[src/rtl/smbto_pkg.sv]
package smbto_pkg;
  // control -> datapath strobes
  typedef struct packed {
    logic lowRun;     // advance low timer this edge
    logic lowReload;  // return low timer to reload value
    logic freeRun;    // advance idle counter this edge
  } tmrStrobe_t;

  // datapath -> control terminal counts
  typedef struct packed {
    logic lowTerm;    // low timer at its last count before overflow
    logic freeTerm;   // idle counter reached its limit
  } tmrStatus_t;
endpackage

[src/rtl/smbto_timers.sv]
module smbto_timers
  import smbto_pkg::*;
#(
  parameter int LOW_TICKS  = 625000,
  parameter int FREE_TICKS = 1250
) (
  input  logic       clk,
  input  logic       rstN,
  input  tmrStrobe_t strb,
  output tmrStatus_t stat
);
  localparam int LW = (LOW_TICKS > 2) ? $clog2(LOW_TICKS) : 1;
  localparam int FW = $clog2(FREE_TICKS + 1);
  localparam logic [LW-1:0] LOW_LAST  = LW'(LOW_TICKS - 1);
  localparam logic [FW-1:0] FREE_LAST = FW'(FREE_TICKS);

  logic [LW-1:0] lowCnt;
  logic [FW-1:0] freeCnt;

  always_ff @(posedge clk) begin
    if (!rstN)               lowCnt <= '0;
    else if (strb.lowReload) lowCnt <= '0;
    else if (strb.lowRun)    lowCnt <= lowCnt + 1'b1;
  end

  always_ff @(posedge clk) begin
    if (!rstN)                   freeCnt <= '0;
    else if (!strb.freeRun)      freeCnt <= '0;
    else if (freeCnt != FREE_LAST) freeCnt <= freeCnt + 1'b1;
  end

  always_comb begin
    stat.lowTerm  = (lowCnt == LOW_LAST);
    stat.freeTerm = (freeCnt == FREE_LAST);
  end

  // timer sits at reload whenever it was not allowed to run
  p_low_held_r2: assert property (@(posedge clk) disable iff (!rstN)
    !strb.lowRun |=> (lowCnt == '0));

  // idle count restarts from zero once idle is broken
  p_free_restart_r9: assert property (@(posedge clk) disable iff (!rstN)
    !strb.freeRun |=> (freeCnt == '0));
endmodule

[src/rtl/smbto_ctrl.sv]
module smbto_ctrl
  import smbto_pkg::*;
(
  input  logic       clk,
  input  logic       rstN,
  input  logic       sclIn,
  input  logic       sdaIn,
  input  logic       lowEnWrite,
  input  logic       lowEnValue,
  input  logic       wakeUp,
  input  logic       freeEn,
  input  logic       flagClear,
  input  tmrStatus_t stat,
  output tmrStrobe_t strb,
  output logic       slaveRst,
  output logic       lowToFlag,
  output logic       busFree
);
  logic lowEnR;
  logic lowRun;
  logic lowEvt;
  logic idleRun;
  logic freeEvt;

  always_ff @(posedge clk) begin
    if (!rstN)           lowEnR <= 1'b1;
    else if (wakeUp)     lowEnR <= 1'b1;
    else if (lowEnWrite) lowEnR <= lowEnValue;
  end

  always_comb begin
    lowRun         = lowEnR & ~sclIn;
    lowEvt         = lowRun & stat.lowTerm;
    idleRun        = freeEn & sclIn & sdaIn;
    freeEvt        = idleRun & stat.freeTerm & ~busFree;
    strb.lowRun    = lowRun;
    strb.lowReload = ~lowRun | lowEvt;
    strb.freeRun   = idleRun;
  end

  always_ff @(posedge clk) begin
    if (!rstN) begin
      slaveRst  <= 1'b0;
      lowToFlag <= 1'b0;
      busFree   <= 1'b0;
    end else begin
      slaveRst <= lowEvt | freeEvt;
      if (lowEvt)         lowToFlag <= 1'b1;
      else if (flagClear) lowToFlag <= 1'b0;
      if (!idleRun)       busFree <= 1'b0;
      else if (freeEvt)   busFree <= 1'b1;
    end
  end

  // slave reset is a single-cycle pulse
  p_pulse_single_r3: assert property (@(posedge clk) disable iff (!rstN)
    slaveRst |=> !slaveRst);

  // overflow wins over a simultaneous clear
  p_flag_set_wins_r5: assert property (@(posedge clk) disable iff (!rstN)
    (lowRun && stat.lowTerm) |=> lowToFlag);

  // clear without overflow drops the flag
  p_flag_clear_r5: assert property (@(posedge clk) disable iff (!rstN)
    (flagClear && !(lowRun && stat.lowTerm)) |=> !lowToFlag);

  // a low line ends the free state on the next edge
  p_free_drop_r9: assert property (@(posedge clk) disable iff (!rstN)
    (!sclIn || !sdaIn) |=> !busFree);

  // entering the free state is accompanied by the reset pulse
  p_free_pulse_r8: assert property (@(posedge clk) disable iff (!rstN)
    $rose(busFree) |-> slaveRst);

  // no free state while disabled
  p_free_gated_r10: assert property (@(posedge clk) disable iff (!rstN)
    !freeEn |=> !busFree);
endmodule

[src/rtl/smbus_timeout_mon.sv]
module smbus_timeout_mon
  import smbto_pkg::*;
#(
  parameter int CLK_KHZ        = 25000,
  parameter int LOW_TIMEOUT_MS = 25,
  parameter int FREE_TICKS     = 1250
) (
  input  logic clk,
  input  logic rstN,
  input  logic sclIn,
  input  logic sdaIn,
  input  logic lowEnWrite,
  input  logic lowEnValue,
  input  logic wakeUp,
  input  logic freeEn,
  input  logic flagClear,
  output logic slaveRst,
  output logic lowToFlag,
  output logic busFree
);
  localparam int LOW_TICKS = CLK_KHZ * LOW_TIMEOUT_MS;

  tmrStrobe_t strb;
  tmrStatus_t stat;

  smbto_ctrl ctrl_i (
    .clk(clk), .rstN(rstN), .sclIn(sclIn), .sdaIn(sdaIn),
    .lowEnWrite(lowEnWrite), .lowEnValue(lowEnValue), .wakeUp(wakeUp),
    .freeEn(freeEn), .flagClear(flagClear), .stat(stat), .strb(strb),
    .slaveRst(slaveRst), .lowToFlag(lowToFlag), .busFree(busFree)
  );

  smbto_timers #(.LOW_TICKS(LOW_TICKS), .FREE_TICKS(FREE_TICKS)) timers_i (
    .clk(clk), .rstN(rstN), .strb(strb), .stat(stat)
  );

  // nothing is reported in the first cycle after reset
  p_reset_quiet_r1: assert property (@(posedge clk)
    !rstN |=> (!slaveRst && !lowToFlag && !busFree));
endmodule

[config.mk]
export PLATFORM = sky130hd
export DESIGN_NAME = smbus_timeout_mon
export DESIGN_NICKNAME = d
export VERILOG_FILES = /design/src/rtl/smbto_pkg.sv /design/src/rtl/smbto_timers.sv /design/src/rtl/smbto_ctrl.sv /design/src/rtl/smbus_timeout_mon.sv
export SDC_FILE = /design/constraint.sdc
export NUM_CORES = 1
export LEC_CHECK = 0
export ABC_CLOCK_PERIOD_IN_PS = 2690
export BUFFER_PORTS_ARGS = -buffer_cell sky130_fd_sc_hd__clkbuf_2
export CORE_MARGIN = 2
export CORE_UTILIZATION = 35
export CTS_CLUSTER_DIAMETER = 40
export DETAILED_ROUTE_END_ITERATION = 8
export RECOVER_POWER = 100
export REMOVE_ABC_BUFFERS = 1
export SYNTH_ARGS = -nofsm -noshare
export SYNTH_HDL_FRONTEND = slang
export SYNTH_HIERARCHICAL = 1
export SYNTH_SLANG_ARGS = --single-unit
[constraint.sdc]
create_clock -name clk -period 2.69 [get_ports clk]
set_clock_uncertainty 0.1 [all_clocks]
set_input_delay 0.807 -clock clk [delete_from_list [all_inputs] [get_ports clk]]
set_output_delay 0.807 -clock clk [all_outputs]
set_load 0.05 [all_outputs]
=== Word-level counts from Yosys, hierarchy flattened ===
Index checks and enable logic that the tools add are counted.

* Register bits: 35
* Latch bits: 0
* Bits in writable memories: 0
* Bits in read-only memories: 0
* Input port bits: 9
* Output and inout port bits: 3
* Memories kept: 0

* Add/sub/neg operators: 2
* Multiply operators: 0
* Div/mod/pow operators: 0
* Order comparisons: 0
* Eq/ne operators: 3
* Shifts and indexed selects: 0
* Multiplexer cells: 2
* Bitwise gates (word level): 12
* Reduce and logical (&&, ||, !) cells: 4

{| class="wikitable"
|+ Operators by type and width
! kind !! count
|-
| adder 20 x 1 -> 20 bit (second input constant) || 1
|-
| equality test 20 bit (second input constant) || 1
|-
| adder 11 x 1 -> 11 bit (second input constant) || 1
|-
| equality test 11 bit (second input constant) || 1
|-
| inequality test 11 bit (second input constant) || 1
|-
| bitwise AND 1 bit || 6
|-
| inverter 1 bit || 4
|-
| OR reduction 2 bit || 2
|-
| 2-to-1 mux 1 bit || 2
|-
| OR 1 bit || 2
|-
| AND reduction 2 bit || 1
|-
| nonzero test 2 bit || 1
|}

=== Longest topological paths before layout ===
Gate-level depths: netlist (run 1).

* Word-level depth: 5
* Depth in mapped cells: 9

=== Cells and area by module ===
The synthesis (run 1) kept the hierarchy.

{| class="wikitable"
|+ By module, submodules not included
! module !! times used !! cells an instance !! area an instance (um^2) !! sequential area each (um^2)
|-
| smbto_timers || 1 || 172 || 1,475.2 || 620.6
|-
| smbto_ctrl || 1 || 20 || 178.9 || 80.1
|}

=== Worst setup path after synthesis (run 1) ===
Ideal clock, no wire load.

* Kind: register to register
* Start: register timers_i.lowCnt[4]
* End: register timers_i.lowCnt[10]
* Setup time: 0.128 ns
* Arrival time: 2.172 ns
* Required time: 2.462 ns
* Slack: 0.291 ns
* Stages on the path, launching flop included: 10
* Buffers on the path: 3
* Period minus slack after synthesis: 2.399 ns
* Cell sequence: dfxtp_1 -> buf_4 -> or4_1 -> nor4_1 -> and4_1 -> nand2b_1 -> nand2b_1 -> clkbuf_1 -> buf_1 -> nor2_1

{| class="wikitable"
|+ RTL lines
! item !! line !! RTL
|-
| from (decl) || smbto_timers.sv:17 || <nowiki>logic [LW-1:0] lowCnt;</nowiki>
|-
| from (signal assigned) || smbto_timers.sv:23 || <nowiki>else if (strb.lowRun) lowCnt <= lowCnt + 1'b1;</nowiki>
|}

==> summary.md, run 1 <==
| Metric | Value |
|---|---|
| Outcome | finished, final reports clean |
| Synthesized area per cell | 8.62 um2 |
| Worst-Margin Slew | 0.613 ns |
| Initial Utilization | 35.7% |
| Seq/Total Area, Yosys | 42.4% |
| CP Max Fanout | 4 |
| CTS resizes | 0 |
| Leak | 0.638 nW |
| Worst vdd ir | 0.243 mV |
| Overall Power | 0.000966 W |
| Pwr Density | 519 nW/um2 |
| Slew HR | 59.3% |
| Most used cell, CP | nand2b_1 |
| Detail Route Antenna Nets | 0 |
| Core footprint | 4630 um2 |
| WL final | 2.95 mm |
| Vias in the first global route | 1212 |
| Total clock sinks | 35 |
| DRT iter0 DRCs | 33 |
| Final Wtd Congestion | 0.831 |
| Chip height | 72.7 um |
| Period utilisation layout | 79.7% |
| FF+latch count, synth | 35 |
| Critical Path RT | 2.77 ns |
| Die Wd | 72.7 um |
| Crit path max-delay family | simple AND/OR/NAND/NOR gates |
| Synth Cell Area | 1650 um2 |
| Vias per cell | 4.98 |
| FMAX | 466 MHz |
| Routed len/inst | 11.2 um |
| Layout cells sized above 1 | 11.0% |
| Max cap viols | 0 |
| Buffers on Ports | 11 |
| Final #Nets | 221 |
| Async S/R FF share, synth | 0% |
| Via count | 1309 |
| First-pass GRT wire length | 5.53 mm |
| Hold buffer count at cts | 0 |
| Top cells by area, synth | dfxtp_1 42%, xnor2_1 6.9%, nor2_1 6.4%, xor2_1 3.7%, ha_1 3.0% |
| Setup TNS | 0 ns |
| N_diodes | 0 |
| Crit end category | flop |
| Critical path cell sequence | or4_1 > nor4_1 > and4_1 > nand2b_1 > nand2b_1 > nor2_1 > mux2_2 |
| Residual DRC | 0 |
| Final setup vio count | 0 |
| Die Area | 5290 um2 |
| Min-Delay Path Class | flop to flop |
| All-Layer GR Usage | 13.4% |
| Clk slew on worst S/H paths | 0.07 ns |
| Delay of the slowest critical-path stage | 0.54 ns |
| Most common flop cell mapped by yosys | dfxtp_1 |
| Row Count | 25 |
| CTS tree | yes |
| Distinct cell type count after synthesis | 36 |
| Crit path kind | flop to flop |
| Hold Vio Cnt, Final | 0 |
| RSZ-0062 raised after global routing | no |
| Yosys warns | 6 |
| Max-slew violation count | 0 |
| Initial antenna violation count | 0 |
| CTS root buf | clkbuf_8 |
| Synth-to-layout area growth | 12.5% |
| Post-Synthesis Cells | 192 |
| Most area-hungry cell type in the Yosys netlist | dfxtp_1 |
| Setup bufs post-CTS | 0 |
| Synth top area share | 42.4% |
| Final min period | 2.14 ns |
| Critical Path Source Type | flop |
| Most frequent cell after synthesis | dfxtp_1 |
| Hpwl dp | 2.19 mm |
| CTS Buf Count | 5 |
| Max Buffers Root-to-Sink | 2 |
| Drt pass-1 iters | 4 |
| Top post-synthesis cells by count | 35 x dfxtp_1, 28 x nor2_1, 13 x nand2_1, 13 x xnor2_1, 10 x nand3_1 |
| Post-synth EDFFs | 0 |
| H-tree levels | 2 |
| Fillcell total | 487 |
| Slowest-stage cell, CP | or4_1 |
| CP Data Arrival Time | 2.22 ns |
| Clock latency on the worst-skew pair | 0.28 ns |
| Ports | 12 |
| GRT Residual Overflow | 0 |
| Buffer and inverter count on the worst path | 0 |
| Largest net degree at the start of global routing | 11 |
==> registers in the layout, summed over array words and instances (netlist names) <==
register,cells
ctrl_i/busFree,1
ctrl_i/lowEnR,1
ctrl_i/lowToFlag,1
ctrl_i/slaveRst,1
timers_i/freeCnt,11
timers_i/lowCnt,20
==> layer usage <==
layer / up-vias / global-route usage, % / part of all wire [%]
met5: - / 0 / 0
met4: 0 / 6.17 / 2.3
met3: 7 / 4.14 / 3.8
met2: 19 / 18.9 / 42
met1: 590 / 18.6 / 52
li1: 693 / - / -
==> logic make-up after synthesis <==
| group | Yosys count | synth area share, % |
|---|---|---|
| and+or+nand+nor | 96 | 31.5 |
| buffers and inverters | 14 | 4.31 |
| xor gates and xnor gates | 20 | 10.6 |
| DFF | 35 | 42.4 |
| adders and majority gates | 4 | 3.03 |
| AOI/OAI and AO/OA | 20 | 6.28 |
| muxes | 3 | 1.97 |
==> final timing paths <==
kind	endpoint	cells past startpoint	startpoint	slack [ns]
max reg2reg	timers_i/lowCnt[19]	7	timers_i/lowCnt[3]	0.55
min	ctrl_i/lowToFlag	2	ctrl_i/lowToFlag	0.37
min reg2reg	ctrl_i/lowToFlag	2	ctrl_i/lowToFlag	0.37
max	timers_i/lowCnt[19]	7	timers_i/lowCnt[3]	0.55
==> cell usage in the layout (no fill, tap or decap) <==
master,instances
nor2_1,28
clkbuf_8,7
clkbuf_2,7
and2_1,1
and4_4,1
nand4_4,1
and4_1,2
nor4b_1,1
nand3b_1,2
xnor2_1,13
nor2b_1,1
nand3_1,10
o22ai_1,1
nor4_1,4
mux2_1,1
buf_4,4
or4_1,1
clkbuf_1,5
nand2b_1,3
nand4_2,1
mux2i_1,1
ha_1,4
xor2_1,7
nand4b_1,2
mux2_2,1
nor3_1,7
nand4_1,6
or3_1,8
a21oi_1,9
a211oi_1,1
o21ai_0,9
and3_1,3
inv_1,8
and3_2,1
dfxtp_1,35
nand2_1,13
==> worst register-to-register path, delay by kind of cell (launching register included) <==
family,cells,cell delay (ns)
flops,1,0.35
simple gates,6,1.34
mux,1,0.25
==> area by class of cell <==
class / count / area, um2 / share of cell area [%]
Multi-Input combinational cell: 143 / 882 / 47.4
Inverter: 8 / 30.0 / 1.61
Clock buffer: 8 / 100 / 5.38
Sequential cell: 35 / 701 / 37.7
Timing Repair Buffer: 15 / 80.1 / 4.30
Tap cell: 54 / 67.6 / 3.63
==> stage by stage <==
stage          hold slack, ns  cell area (um2)  cells  util, %  setup slack [ns]
3_5_place_dp            0.366             1770    255     38.1             0.257
5_1_grt                 0.412             1860    263     40.2             0.389
2_1_floorplan           0.358             1610    186        -             0.338
4_1_cts                 0.382             1870    263     40.3             0.517
6_report                0.375             1860    263     40.2             0.545
3_3_place_gp            0.367             1770    255     38.1             0.326
==> power breakdown <==
group / total, W / internal (W) / switching, W
logic: 0.0000284 / 0.0000132 / 0.0000151
clock network: 0.000415 / 0.000234 / 0.000181
registers: 0.000522 / 0.000520 / 0.00000230
total: 0.000966 / 0.000767 / 0.000199
(Power assumes the default switching activity.)
==> run 2: changes to the inputs <==
--- a/config.mk
+++ b/config.mk
@@ -5,7 +5,7 @@
 export SDC_FILE = /design/constraint.sdc
 export NUM_CORES = 1
 export LEC_CHECK = 0
-export ABC_CLOCK_PERIOD_IN_PS = 2690
+export ABC_CLOCK_PERIOD_IN_PS = 2100
 export BUFFER_PORTS_ARGS = -buffer_cell sky130_fd_sc_hd__clkbuf_2
 export CORE_MARGIN = 2
 export CORE_UTILIZATION = 35
==> constraint.sdc (replaced) <==
create_clock -name clk -period 2.1 [get_ports clk]
set_clock_uncertainty 0.1 [all_clocks]
set_input_delay 0.63 -clock clk [delete_from_list [all_inputs] [get_ports clk]]
set_output_delay 0.63 -clock clk [all_outputs]
set_load 0.05 [all_outputs]
==> summary.md, run 2 (synthesis gave the netlist of run 1 again) <==
| Metric | Value |
|---|---|
| Drt pass-1 iters | 4 (unchanged) |
| RSZ-0062 raised after global routing | yes (was no) |
| Total clock sinks | 35 (unchanged) |
| Hold Vio Cnt, Final | 0 (unchanged) |
| Core footprint | 4630 um2 (unchanged) |
| First-pass GRT wire length | 5.44 mm (was 5.53 mm) |
| Min-Delay Path Class | flop to flop (unchanged) |
| Layout cells sized above 1 | 16.1% (was 11.0%) |
| Design area | 1930 um2 (was 1860 um2) |
| CTS tree | yes (unchanged) |
| Residual DRC | 0 (unchanged) |
| Crit path kind | flop to flop (unchanged) |
| Die Area | 5290 um2 (unchanged) |
| Hold buffer count at cts | 0 (unchanged) |
| Final Wtd Congestion | 0.756 (was 0.831) |
| Period utilisation layout | 96.7% (was 79.7%) |
| Pwr Density | 609 nW/um2 (was 519 nW/um2) |
| Outcome | finished, final reports clean (unchanged) |
| Leak | 0.684 nW (was 0.638 nW) |
| Reg-to-Reg Start | timers_i/lowCnt[3] (unchanged) |
| Critical Path Source Type | flop (unchanged) |
| Max-slew violation count | 0 (unchanged) |
| Final setup vio count | 0 (unchanged) |
| Final #Nets | 229 (was 221) |
| Worst-Margin Slew | 0.589 ns (was 0.613 ns) |
| Initial Utilization | 35.7% (unchanged) |
| CTS Buf Count | 5 (unchanged) |
| Detail Route Antenna Nets | 0 (unchanged) |
| Clk slew on worst S/H paths | 0.07 ns (about the same) |
| Min-delay src | ctrl_i/lowToFlag (unchanged) |
| Max reg flops | 20 (unchanged) |
| Largest Register | timers_i/lowCnt (unchanged) |
| Clock latency on the worst-skew pair | 0.29 ns (was 0.28 ns) |
| Initial antenna violation count | 0 (unchanged) |
| Most common cell after layout, fill and taps aside | dfxtp_1 (unchanged) |
| Buffers on Ports | 11 (unchanged) |
| Worst slack at placement | -0.0814 ns (was 0.257 ns) |
| CTS root buf | clkbuf_8 (unchanged) |
| Multi-input gate area | 902 um2 (was 882 um2) |
| FMAX | 492 MHz (was 466 MHz) |
| Largest net degree at the start of global routing | 15 (was 11) |
| DRT iter0 DRCs | 38 (was 33) |
| Commonest non-fill, non-tap cells in the layout | 35 x dfxtp_1, 28 x nor2_1, 13 x nand2_1, 13 x xnor2_1, 11 x buf_4 (was 35 x dfxtp_1, 28 x nor2_1, 13 x nand2_1, 13 x xnor2_1, 10 x nand3_1) |
| CP Data Arrival Time | 2.11 ns (was 2.22 ns) |
| Synth-to-layout area growth | 16.6% (was 12.5%) |
| N_diodes | 0 (unchanged) |
| All-Layer GR Usage | 13.5% (was 13.4%) |
| Fillcell total | 471 (was 487) |
| Vias per cell | 4.95 (was 4.98) |
| CP Launch Point | timers_i/lowCnt[3] (unchanged) |
| Critical Path RT | 2.18 ns (was 2.77 ns) |
| Hpwl dp | 2.23 mm (was 2.19 mm) |
| CP Max Fanout | 4 (unchanged) |
| Final min period | 2.03 ns (was 2.14 ns) |
| Ports | 12 (unchanged) |
| GRT Residual Overflow | 0 (unchanged) |
| Final Worst Setup Slack | 0.0695 ns (was 0.545 ns) |
| Crit end category | flop (unchanged) |
| Die Wd | 72.7 um (unchanged) |
| WL final | 3.07 mm (was 2.95 mm) |
| Biggest regs | timers_i/lowCnt: 20 flops, timers_i/freeCnt: 11 flops (unchanged) |
| Setup TNS | 0 ns (unchanged) |
| Overall Power | 0.00117 W (was 0.000966 W) |
| Slew HR | 60.9% (was 59.3%) |
| Routed len/inst | 11.3 um (was 11.2 um) |
| Max Buffers Root-to-Sink | 2 (unchanged) |
| Sequential cell area | 701 um2 (unchanged) |
| Vias in the first global route | 1223 (was 1212) |
| Placement Cell Area | 1820 um2 (was 1770 um2) |
| Worst vdd ir | 0.425 mV (was 0.243 mV) |
| H-tree levels | 2 (unchanged) |
| Max cap viols | 0 (unchanged) |
| Row Count | 25 (unchanged) |
| Via count | 1342 (was 1309) |
| Chip height | 72.7 um (unchanged) |
run 2: timing repair:
action | 4_1_cts | 5_1_grt
setup endpoints to repair | 20 | 20
pin swaps | 2 | 1
buffers inserted | 0 | 1
gates resized for setup | 3 | 2
run 2: worst max-delay path, stage by stage, from the launching register on:
cell and delay (ns):
dfxtp_1 0.32, or4_1 0.53, nor4_2 0.16, and4_1 0.27, nand2b_1 0.11, nand2b_4 0.14
nor2_1 0.04, mux2_2 0.25
run 2: final cells by class:
cell class / instances / area share, %
clock inverters: 3 / 0.779
repair buffers: 23 / 7.46
flip-flops and latches: 35 / 36.3
clock buffers: 5 / 3.57
multi-input cells: 143 / 46.8
well taps: 54 / 3.50
inverters: 8 / 1.56
run 2: metal layers:
metal  GRT usage (%)  vias to the layer above  part of all wire (%)
met5               0                        -                     0
met3            4.14                        7                   3.5
met1            18.5                      601                    53
met2            18.9                       21                    41
met4            7.41                        0                   2.6
li1                -                      713                     -
run 2: path summary, 6_finish.rpt:
| kind | slack (ns) | to | cells after the start |
|---|---|---|---|
| max | 0.07 | timers_i/lowCnt[19] | 7 |
| min | 0.38 | ctrl_i/lowToFlag | 2 |
| max reg2reg | 0.07 | timers_i/lowCnt[19] | 7 |
| min reg2reg | 0.38 | ctrl_i/lowToFlag | 2 |
run 2: per-stage QoR:
| stage | hold slack [ns] | utilization [%] | cells |
|---|---|---|---|
| 2_1_floorplan | 0.358 | - | 186 |
| 3_3_place_gp | 0.372 | 39.3 | 262 |
| 3_5_place_dp | 0.362 | 39.3 | 262 |
| 4_1_cts | 0.381 | 41.4 | 270 |
| 5_1_grt | 0.401 | 41.6 | 271 |
| 6_report | 0.383 | 41.6 | 271 |
run 2: power by group:
part	total, W	switching, W	internal, W
clock	0.000466	0.000239	0.000227
sequential	0.000669	0.00000287	0.000666
combinational	0.0000398	0.0000209	0.0000190
total	0.00117	0.000263	0.000912
